$ cat src/rtl/smc_pkg.sv
package smc_pkg;

    typedef enum logic [1:0] {
        SEQ_IDLE = 2'd0,
        SEQ_RUN  = 2'd1,
        SEQ_DONE = 2'd2
    } seq_st_e;

    typedef struct packed {
        logic rom_cs_n;
        logic ram_cs_n;
        logic oe_n;
        logic we_n;
        logic bsel;
        logic drive;
    } pin_t;

    localparam pin_t PINS_IDLE = '{rom_cs_n: 1'b1, ram_cs_n: 1'b1, oe_n: 1'b1,
                                   we_n: 1'b1, bsel: 1'b0, drive: 1'b0};

    // Strobe pattern for one cycle of the word slot.
    function automatic pin_t pin_decode(input logic active, input int ph,
                                        input int lead, input int last,
                                        input logic wr, input logic to_ram,
                                        input logic narrow);
        pin_t p;
        p = PINS_IDLE;
        if (active) begin
            if (to_ram) begin
                p.ram_cs_n = 1'b0;
            end else if (!wr) begin
                p.rom_cs_n = 1'b0;
            end
            if (!wr) begin
                p.oe_n = !(ph >= lead);
                if (to_ram && narrow) begin
                    p.bsel = (ph == last);
                end
            end else if (to_ram) begin
                if (narrow) begin
                    p.we_n = !((ph == lead) || (ph == last));
                    p.bsel = (ph > lead);
                end else begin
                    p.we_n = !(ph >= lead);
                end
                p.drive = !p.we_n;
            end
        end
        return p;
    endfunction

endpackage

$ cat src/rtl/smc_prio_arb.sv
module smc_prio_arb #(
    parameter int NREQ = 2
) (
    input  logic            en,
    input  logic [NREQ-1:0] req,
    output logic [NREQ-1:0] gnt
);
    logic [NREQ-1:0] blocked;

    assign blocked[0] = 1'b0;
    for (genvar i = 1; i < NREQ; i++) begin : g_chain
        assign blocked[i] = blocked[i-1] | req[i-1];
    end

    assign gnt = en ? (req & ~blocked) : '0;
endmodule

$ cat src/rtl/smc_seq.sv
module smc_seq
    import smc_pkg::*;
#(
    parameter int NREQ      = 2,
    parameter int AW        = 25,
    parameter int DW        = 16,
    parameter int CYC_TOTAL = 5,
    parameter int LEAD      = 2
) (
    input  logic                     clk,
    input  logic                     rst_n,
    input  logic                     narrow_mode,
    input  logic [NREQ-1:0]          gnt,
    input  logic [NREQ-1:0]          req_we,
    input  logic [NREQ-1:0]          req_ram,
    input  logic [NREQ-1:0][AW-1:0]  req_addr,
    input  logic [NREQ-1:0][DW-1:0]  req_wdata,
    input  logic [DW-1:0]            dq_i,
    output logic                     idle_o,
    output logic [NREQ-1:0]          done_o,
    output logic [DW-1:0]            rdata_o,
    output logic [AW-1:0]            addr_o,
    output pin_t                     pins_o,
    output logic [DW-1:0]            dq_o
);
    localparam int CNT_W = $clog2(CYC_TOTAL);
    localparam int WHO_W = (NREQ > 1) ? $clog2(NREQ) : 1;
    localparam int HALF  = DW / 2;
    localparam logic [CNT_W-1:0] LAST_C = CNT_W'(CYC_TOTAL - 1);
    localparam logic [CNT_W-1:0] LOWCAP_C = CNT_W'(CYC_TOTAL - 2);
    localparam logic [CNT_W-1:0] LEAD_C = CNT_W'(LEAD);

    typedef struct packed {
        seq_st_e          st;
        logic [CNT_W-1:0] cnt;
        logic [WHO_W-1:0] who;
        logic             wr;
        logic             ram;
        logic             narrow;
        logic [AW-1:0]    addr;
        logic [DW-1:0]    wdata;
        logic [DW-1:0]    rdata;
        logic [DW-1:0]    dq;
        pin_t             pins;
        logic [NREQ-1:0]  done;
    } seq_t;

    seq_t seq_q, seq_d;

    always_comb begin
        seq_d      = seq_q;
        seq_d.done = '0;
        unique case (seq_q.st)
            SEQ_IDLE: begin
                if (|gnt) begin
                    seq_d.st     = SEQ_RUN;
                    seq_d.cnt    = '0;
                    seq_d.narrow = narrow_mode;
                    for (int i = 0; i < NREQ; i++) begin
                        if (gnt[i]) begin
                            seq_d.who   = WHO_W'(i);
                            seq_d.wr    = req_we[i];
                            seq_d.ram   = req_ram[i];
                            seq_d.addr  = req_addr[i];
                            seq_d.wdata = req_wdata[i];
                        end
                    end
                end
            end
            SEQ_RUN: begin
                if (!seq_q.wr) begin
                    if (seq_q.narrow && seq_q.ram) begin
                        if (seq_q.cnt == LOWCAP_C) begin
                            seq_d.rdata[HALF-1:0] = dq_i[HALF-1:0];
                        end
                        if (seq_q.cnt == LAST_C) begin
                            seq_d.rdata[DW-1:HALF] = dq_i[HALF-1:0];
                        end
                    end else if (seq_q.cnt == LAST_C) begin
                        seq_d.rdata = dq_i;
                    end
                end
                if (seq_q.cnt == LAST_C) begin
                    seq_d.st             = SEQ_DONE;
                    seq_d.done[seq_q.who] = 1'b1;
                end else begin
                    seq_d.cnt = seq_q.cnt + 1'b1;
                end
            end
            SEQ_DONE: seq_d.st = SEQ_IDLE;
            default:  seq_d.st = SEQ_IDLE;
        endcase

        seq_d.pins = pin_decode(seq_d.st == SEQ_RUN, int'(seq_d.cnt), LEAD,
                                CYC_TOTAL - 1, seq_d.wr, seq_d.ram, seq_d.narrow);
        seq_d.dq = '0;
        if (seq_d.pins.drive) begin
            if (!seq_d.narrow) begin
                seq_d.dq = seq_d.wdata;
            end else if (seq_d.cnt > LEAD_C) begin
                seq_d.dq = {{HALF{1'b0}}, seq_d.wdata[DW-1:HALF]};
            end else begin
                seq_d.dq = {{HALF{1'b0}}, seq_d.wdata[HALF-1:0]};
            end
        end
    end

    always_ff @(posedge clk or negedge rst_n) begin
        if (!rst_n) begin
            seq_q      <= '0;
            seq_q.pins <= PINS_IDLE;
        end else begin
            seq_q <= seq_d;
        end
    end

    assign idle_o  = (seq_q.st == SEQ_IDLE);
    assign done_o  = seq_q.done;
    assign rdata_o = seq_q.rdata;
    assign addr_o  = seq_q.addr;
    assign pins_o  = seq_q.pins;
    assign dq_o    = seq_q.dq;


    oe_we_excl_chk: assert property (@(posedge clk) disable iff (!rst_n)
        !(!seq_q.pins.oe_n && !seq_q.pins.we_n));

    cs_excl_chk: assert property (@(posedge clk) disable iff (!rst_n)
        !(!seq_q.pins.rom_cs_n && !seq_q.pins.ram_cs_n));

    we_ram_only_chk: assert property (@(posedge clk) disable iff (!rst_n)
        !seq_q.pins.we_n |-> !seq_q.pins.ram_cs_n);

    done_pulse_chk: assert property (@(posedge clk) disable iff (!rst_n)
        (|seq_q.done) |=> !(|seq_q.done));

    done_single_chk: assert property (@(posedge clk) disable iff (!rst_n)
        $onehot0(seq_q.done));

    oe_after_cs_chk: assert property (@(posedge clk) disable iff (!rst_n)
        $fell(seq_q.pins.oe_n) |-> $past(!seq_q.pins.rom_cs_n || !seq_q.pins.ram_cs_n));

    idle_quiet_chk: assert property (@(posedge clk) disable iff (!rst_n)
        (seq_q.pins.rom_cs_n && seq_q.pins.ram_cs_n) |-> (!seq_q.pins.bsel && !seq_q.pins.drive));

    addr_hold_chk: assert property (@(posedge clk) disable iff (!rst_n)
        ((!seq_q.pins.rom_cs_n || !seq_q.pins.ram_cs_n) &&
         $past(!seq_q.pins.rom_cs_n || !seq_q.pins.ram_cs_n)) |-> $stable(seq_q.addr));
endmodule

$ cat src/rtl/shared_mem_ctrl.sv
module shared_mem_ctrl
    import smc_pkg::*;
#(
    parameter int AW        = 25,
    parameter int DW        = 16,
    parameter int CYC_TOTAL = 5,
    parameter int LEAD      = 2
) (
    input  logic          clk,
    input  logic          rst_n,
    input  logic          narrow_ram,
    input  logic          dsp_req,
    input  logic          dsp_we,
    input  logic          dsp_ram,
    input  logic [AW-1:0] dsp_addr,
    input  logic [DW-1:0] dsp_wdata,
    output logic          dsp_done,
    input  logic          cpu_req,
    input  logic          cpu_we,
    input  logic          cpu_ram,
    input  logic [AW-1:0] cpu_addr,
    input  logic [DW-1:0] cpu_wdata,
    output logic          cpu_done,
    output logic [DW-1:0] rd_data,
    output logic [AW-1:0] mem_addr,
    output logic          rom_cs_n,
    output logic          ram_cs_n,
    output logic          oe_n,
    output logic          we_n,
    output logic          bsel,
    output logic [DW-1:0] dq_o,
    output logic          dq_oe,
    input  logic [DW-1:0] dq_i
);
    localparam int NREQ = 2;

    logic [NREQ-1:0]         req_v, gnt_v, done_v;
    logic [NREQ-1:0]         we_v, ram_v;
    logic [NREQ-1:0][AW-1:0] addr_v;
    logic [NREQ-1:0][DW-1:0] wdata_v;
    logic                    seq_idle;
    pin_t                    pins;

    assign req_v   = {cpu_req, dsp_req};
    assign we_v    = {cpu_we, dsp_we};
    assign ram_v   = {cpu_ram, dsp_ram};
    assign addr_v  = {cpu_addr, dsp_addr};
    assign wdata_v = {cpu_wdata, dsp_wdata};

    smc_prio_arb #(.NREQ(NREQ)) arb_i (
        .en  (seq_idle),
        .req (req_v),
        .gnt (gnt_v)
    );

    smc_seq #(
        .NREQ(NREQ), .AW(AW), .DW(DW), .CYC_TOTAL(CYC_TOTAL), .LEAD(LEAD)
    ) seq_i (
        .clk         (clk),
        .rst_n       (rst_n),
        .narrow_mode (narrow_ram),
        .gnt         (gnt_v),
        .req_we      (we_v),
        .req_ram     (ram_v),
        .req_addr    (addr_v),
        .req_wdata   (wdata_v),
        .dq_i        (dq_i),
        .idle_o      (seq_idle),
        .done_o      (done_v),
        .rdata_o     (rd_data),
        .addr_o      (mem_addr),
        .pins_o      (pins),
        .dq_o        (dq_o)
    );

    assign dsp_done = done_v[0];
    assign cpu_done = done_v[1];
    assign rom_cs_n = pins.rom_cs_n;
    assign ram_cs_n = pins.ram_cs_n;
    assign oe_n     = pins.oe_n;
    assign we_n     = pins.we_n;
    assign bsel     = pins.bsel;
    assign dq_oe    = pins.drive;
endmodule

$ cat config.mk
export PLATFORM = sky130hd
export DESIGN_NAME = shared_mem_ctrl
export DESIGN_NICKNAME = d
export VERILOG_FILES = /design/src/rtl/smc_pkg.sv /design/src/rtl/smc_prio_arb.sv /design/src/rtl/smc_seq.sv /design/src/rtl/shared_mem_ctrl.sv
export SDC_FILE = /design/constraint.sdc
export NUM_CORES = 1
export LEC_CHECK = 0
export ABC_CLOCK_PERIOD_IN_PS = 2800
export BUFFER_PORTS_ARGS = -buffer_cell sky130_fd_sc_hd__buf_2
export CORE_MARGIN = 10
export CORE_UTILIZATION = 35
export DETAILED_ROUTE_END_ITERATION = 10
export PLACE_DENSITY = 0.69
export SLEW_MARGIN = 20
export SYNTH_ARGS = -nofsm -noshare
export SYNTH_HDL_FRONTEND = slang
export SYNTH_SLANG_ARGS = --single-unit
export TNS_END_PERCENT = 20
$ cat constraint.sdc
create_clock -name clk -period 2.8 [get_ports clk]
set_clock_uncertainty 0.05 [all_clocks]
set_input_delay 0.28 -clock clk [delete_from_list [all_inputs] [get_ports clk]]
set_output_delay 0.28 -clock clk [all_outputs]
set_load 0.05 [all_outputs]
==> flow_summary_export.csv <==
group,metric,value,unit
power_and_ir_drop,leakage,0.00286,uW
critical_path,setup.worst_path.class,"reg2reg",
placed_design,place_inst,650,
cts,h-tree-depth,3,
global_route,antenna_found_initial,0,
route,firstDrtPassIters,4,
min_path,hold_path.class,"in2async",
route,wl_per_cell,17.2,um
route,drc_errors,0,
cts,clkSlewWorstSetupHoldPaths,70,ps
global_route,overflow,0,
critical_path,worstPathRequired,3030,ps
critical_path,cp_max_fo,10,
cts,cts-root-buf,"clkbuf_16",
placed_design,place.gp.congestion,0.755,
critical_path,reg2reg_from,"seq_i.seq_q[85]",
cts,clock-sinks,90,
finish,final_core_util,43.0,%
synthesis,synth_seq_cells,90,
critical_path,arrival,2900,ps
global_route,grt_max_degree,91,
floorplanning,die_y,130,um
synthesis,yosysSeqAreaShare,53.4,%
floorplanning,die_x,130,um
timing,timing.final.crit_share,95.4,%
synthesis,synth_area,4230,um2
synthesis,synth_ff_type,"dfrtp_1",
critical_path,endpoint_kind,"register",
placed_design,io_buffers,171,
floorplanning,start_util,35.5,%
synthesis,synth_edf_count,0,
power_and_ir_drop,power,6980,uW
finish,drive_gt1_share,41.5,%
synthesis,synth_cells,404,
synthesis,synth-async-reset-ratio,100,%
route,routed_wl,11500,um
floorplanning,fp-row-count,40,
finish,layoutNonFillerInstCount,668,
timing,fin_setup_tns,0,ps
route,vias,3226,
timing,setup_viol,0,
synthesis,synthesis.nets,514,
finish,area_delta_synth_final,21.2,%
synthesis,avgSynthCellArea,10.5,um2
route,first_iter_violations,130,
finish,nets,626,
finish,layout_common_cells,"170 x buf_2, 86 x dfrtp_1, 76 x nand2_1",
synthesis,synth_cell_types,44,
timing,grt_setup_unrepaired,"no",
critical_path,r2r_cells,8,
cts,cts_tree,"built",
floorplanning,ioPinCount,172,
cts,cts_buffers,9,
finish,layout_commonest_cell,"buf_2",
global_route,grt_pass1_wl,17400,um
power_and_ir_drop,peakVddDrop,0.500,mV
placed_design,post-dp-hpwl,8580,um
outcome,failed_checks,"hold timing",
outcome,status,"finished, violations left",
power_and_ir_drop,power.density,1360,nW/um2
cts,clock_latency,340,ps
timing,maxSlewViolCount,0,
floorplanning,die_area,16900,um2
cts,hold_buffers,0,
critical_path,r2r_setup_slack,130,ps
synthesis,ys_warn_count,0,
timing,worstMarginPinSlew,852,ps
floorplanning,core,11900,um2
job,maxCapViolCount,0,
timing,period_needed,2670,ps
critical_path,timing.rr.end,"seq_i.dq_o[7]",
timing,slew_headroom,43.1,%
route,via_per_inst,4.83,
finish,nFillCells,1187,
route,ant_nets,0,
global_route,track_usage,13.1,%
timing,hold_violations,43,
cts,clock_path_buffers,2,
global_route,grt_pass1_vias,3483,
timing,fmax,375,MHz
timing,hold_slack,-63.3,ps
finish,num_antenna_cells,0,
critical_path,crit_path_start_kind,"register",
## synthesized netlist by cell type (2+ instances only)
cell type / count / area share, %
dfrtp_1: 86 / 51
nand2_1: 76 / 6.7
buf_4: 57 / 10
a22oi_1: 33 / 5.9
clkbuf_1: 15 / 1.3
inv_1: 14 / 1.2
nor2_1: 13 / 1.2
a21oi_1: 11 / 1.3
a22o_1: 11 / 2.3
o21ai_0: 10 / 1.2
mux2_2: 9 / 2.4
mux2i_1: 9 / 2.1
nand3_1: 9 / 1.1
o211a_1: 8 / 1.9
dfstp_2: 4 / 2.5
ha_1: 3 / 0.89
nor3_1: 3 / 0.36
a21o_1: 2 / 0.36
a31oi_1: 2 / 0.30
buf_1: 2 / 0.18
buf_2: 2 / 0.24
nand2b_1: 2 / 0.30
or3_1: 2 / 0.30
## per-stage QoR
stage                     setup WS, ps  cell area (um2)  hold slack [ps]
after floorplan                    463             4230            -65.6
after global placement             179             4810              379
after detailed placement          96.6             4810              385
after CTS                         60.0             5100             86.6
after global routing              23.6             5120             31.2
final                              130             5120            -63.3
## cells by family after synthesis
kind of cell,count (synthesis),share of synthesized area [%]
AND/OR/NAND/NOR,118,12.7
AO/OA/AOI/OAI,83,14.8
adder cells (fa/ha/maj),3,0.888
buffers and inverters,91,13.4
multiplexers,19,4.79
flip-flops,90,53.4
## what timing repair did
action / CTS / global route
setup buffers: 0 / 1
setup endpoints to repair: 0 / 14
gates resized for setup: 0 / 1
## sequential cells by signal, indices dropped and copies added (netlist names)
name,flops
seq_i.dq_o,16
seq_i.done_o,2
seq_i.rdata_o,16
seq_i.seq_q,25
seq_i.addr_o,25
seq_i.pins_o,6
## routing by layer
metal | global-route usage [%] | routed length [um] | part of all wire, % | up-vias
met5 | 0 | 0 | 0 | -
met4 | 4.30 | 150 | 1.3 | 0
met3 | 5.35 | 814 | 7.1 | 10
met2 | 21.3 | 5580 | 49 | 112
met1 | 15.3 | 4940 | 43 | 1560
li1 | - | - | - | 1544
## worst max path at each step
stage	from	end	slack, ps	depth (start not counted)
2_1_floorplan	seq_i.seq_q[88]	seq_i.dq_o[15]	460	7
3_3_place_gp	seq_i.seq_q[88]	seq_i.dq_o[6]	180	6
3_5_place_dp	seq_i.seq_q[88]	seq_i.dq_o[7]	100	6
4_1_cts	seq_i.seq_q[88]	seq_i.dq_o[7]	60	6
5_1_grt	seq_i.seq_q[89]	seq_i.dq_o[7]	20	5
6_report	seq_i.seq_q[85]	seq_i.dq_o[7]	130	8
## report_power, final
| part | internal (uW) | switching (uW) | leakage [uW] |
|---|---|---|---|
| combinational | 952 | 2670 | 0.00159 |
| sequential | 1880 | 301 | 0.00113 |
| clock | 627 | 550 | 0.000142 |
## area by class of cell
| cell class | count | area, um2 | area share [%] |
|---|---|---|---|
| inverters | 14 | 52.6 | 1.03 |
| clock buffers | 9 | 225 | 4.40 |
| well taps | 147 | 184 | 3.59 |
| repair buffers | 177 | 907 | 17.7 |
| multi-input cells | 224 | 1430 | 27.9 |
| clock inverters | 7 | 67.6 | 1.32 |
| flip-flops and latches | 90 | 2260 | 44.1 |
## critical path: stages, from the launching register on
cell,delay [ps]
dfrtp_1,420
inv_1,60
ha_1,230
nand2_2,160
mux2_1,340
a22o_1,250
a21o_1,200
a2111oi_4,640
o211a_1,250
Power figures use the tool's default switching activity.
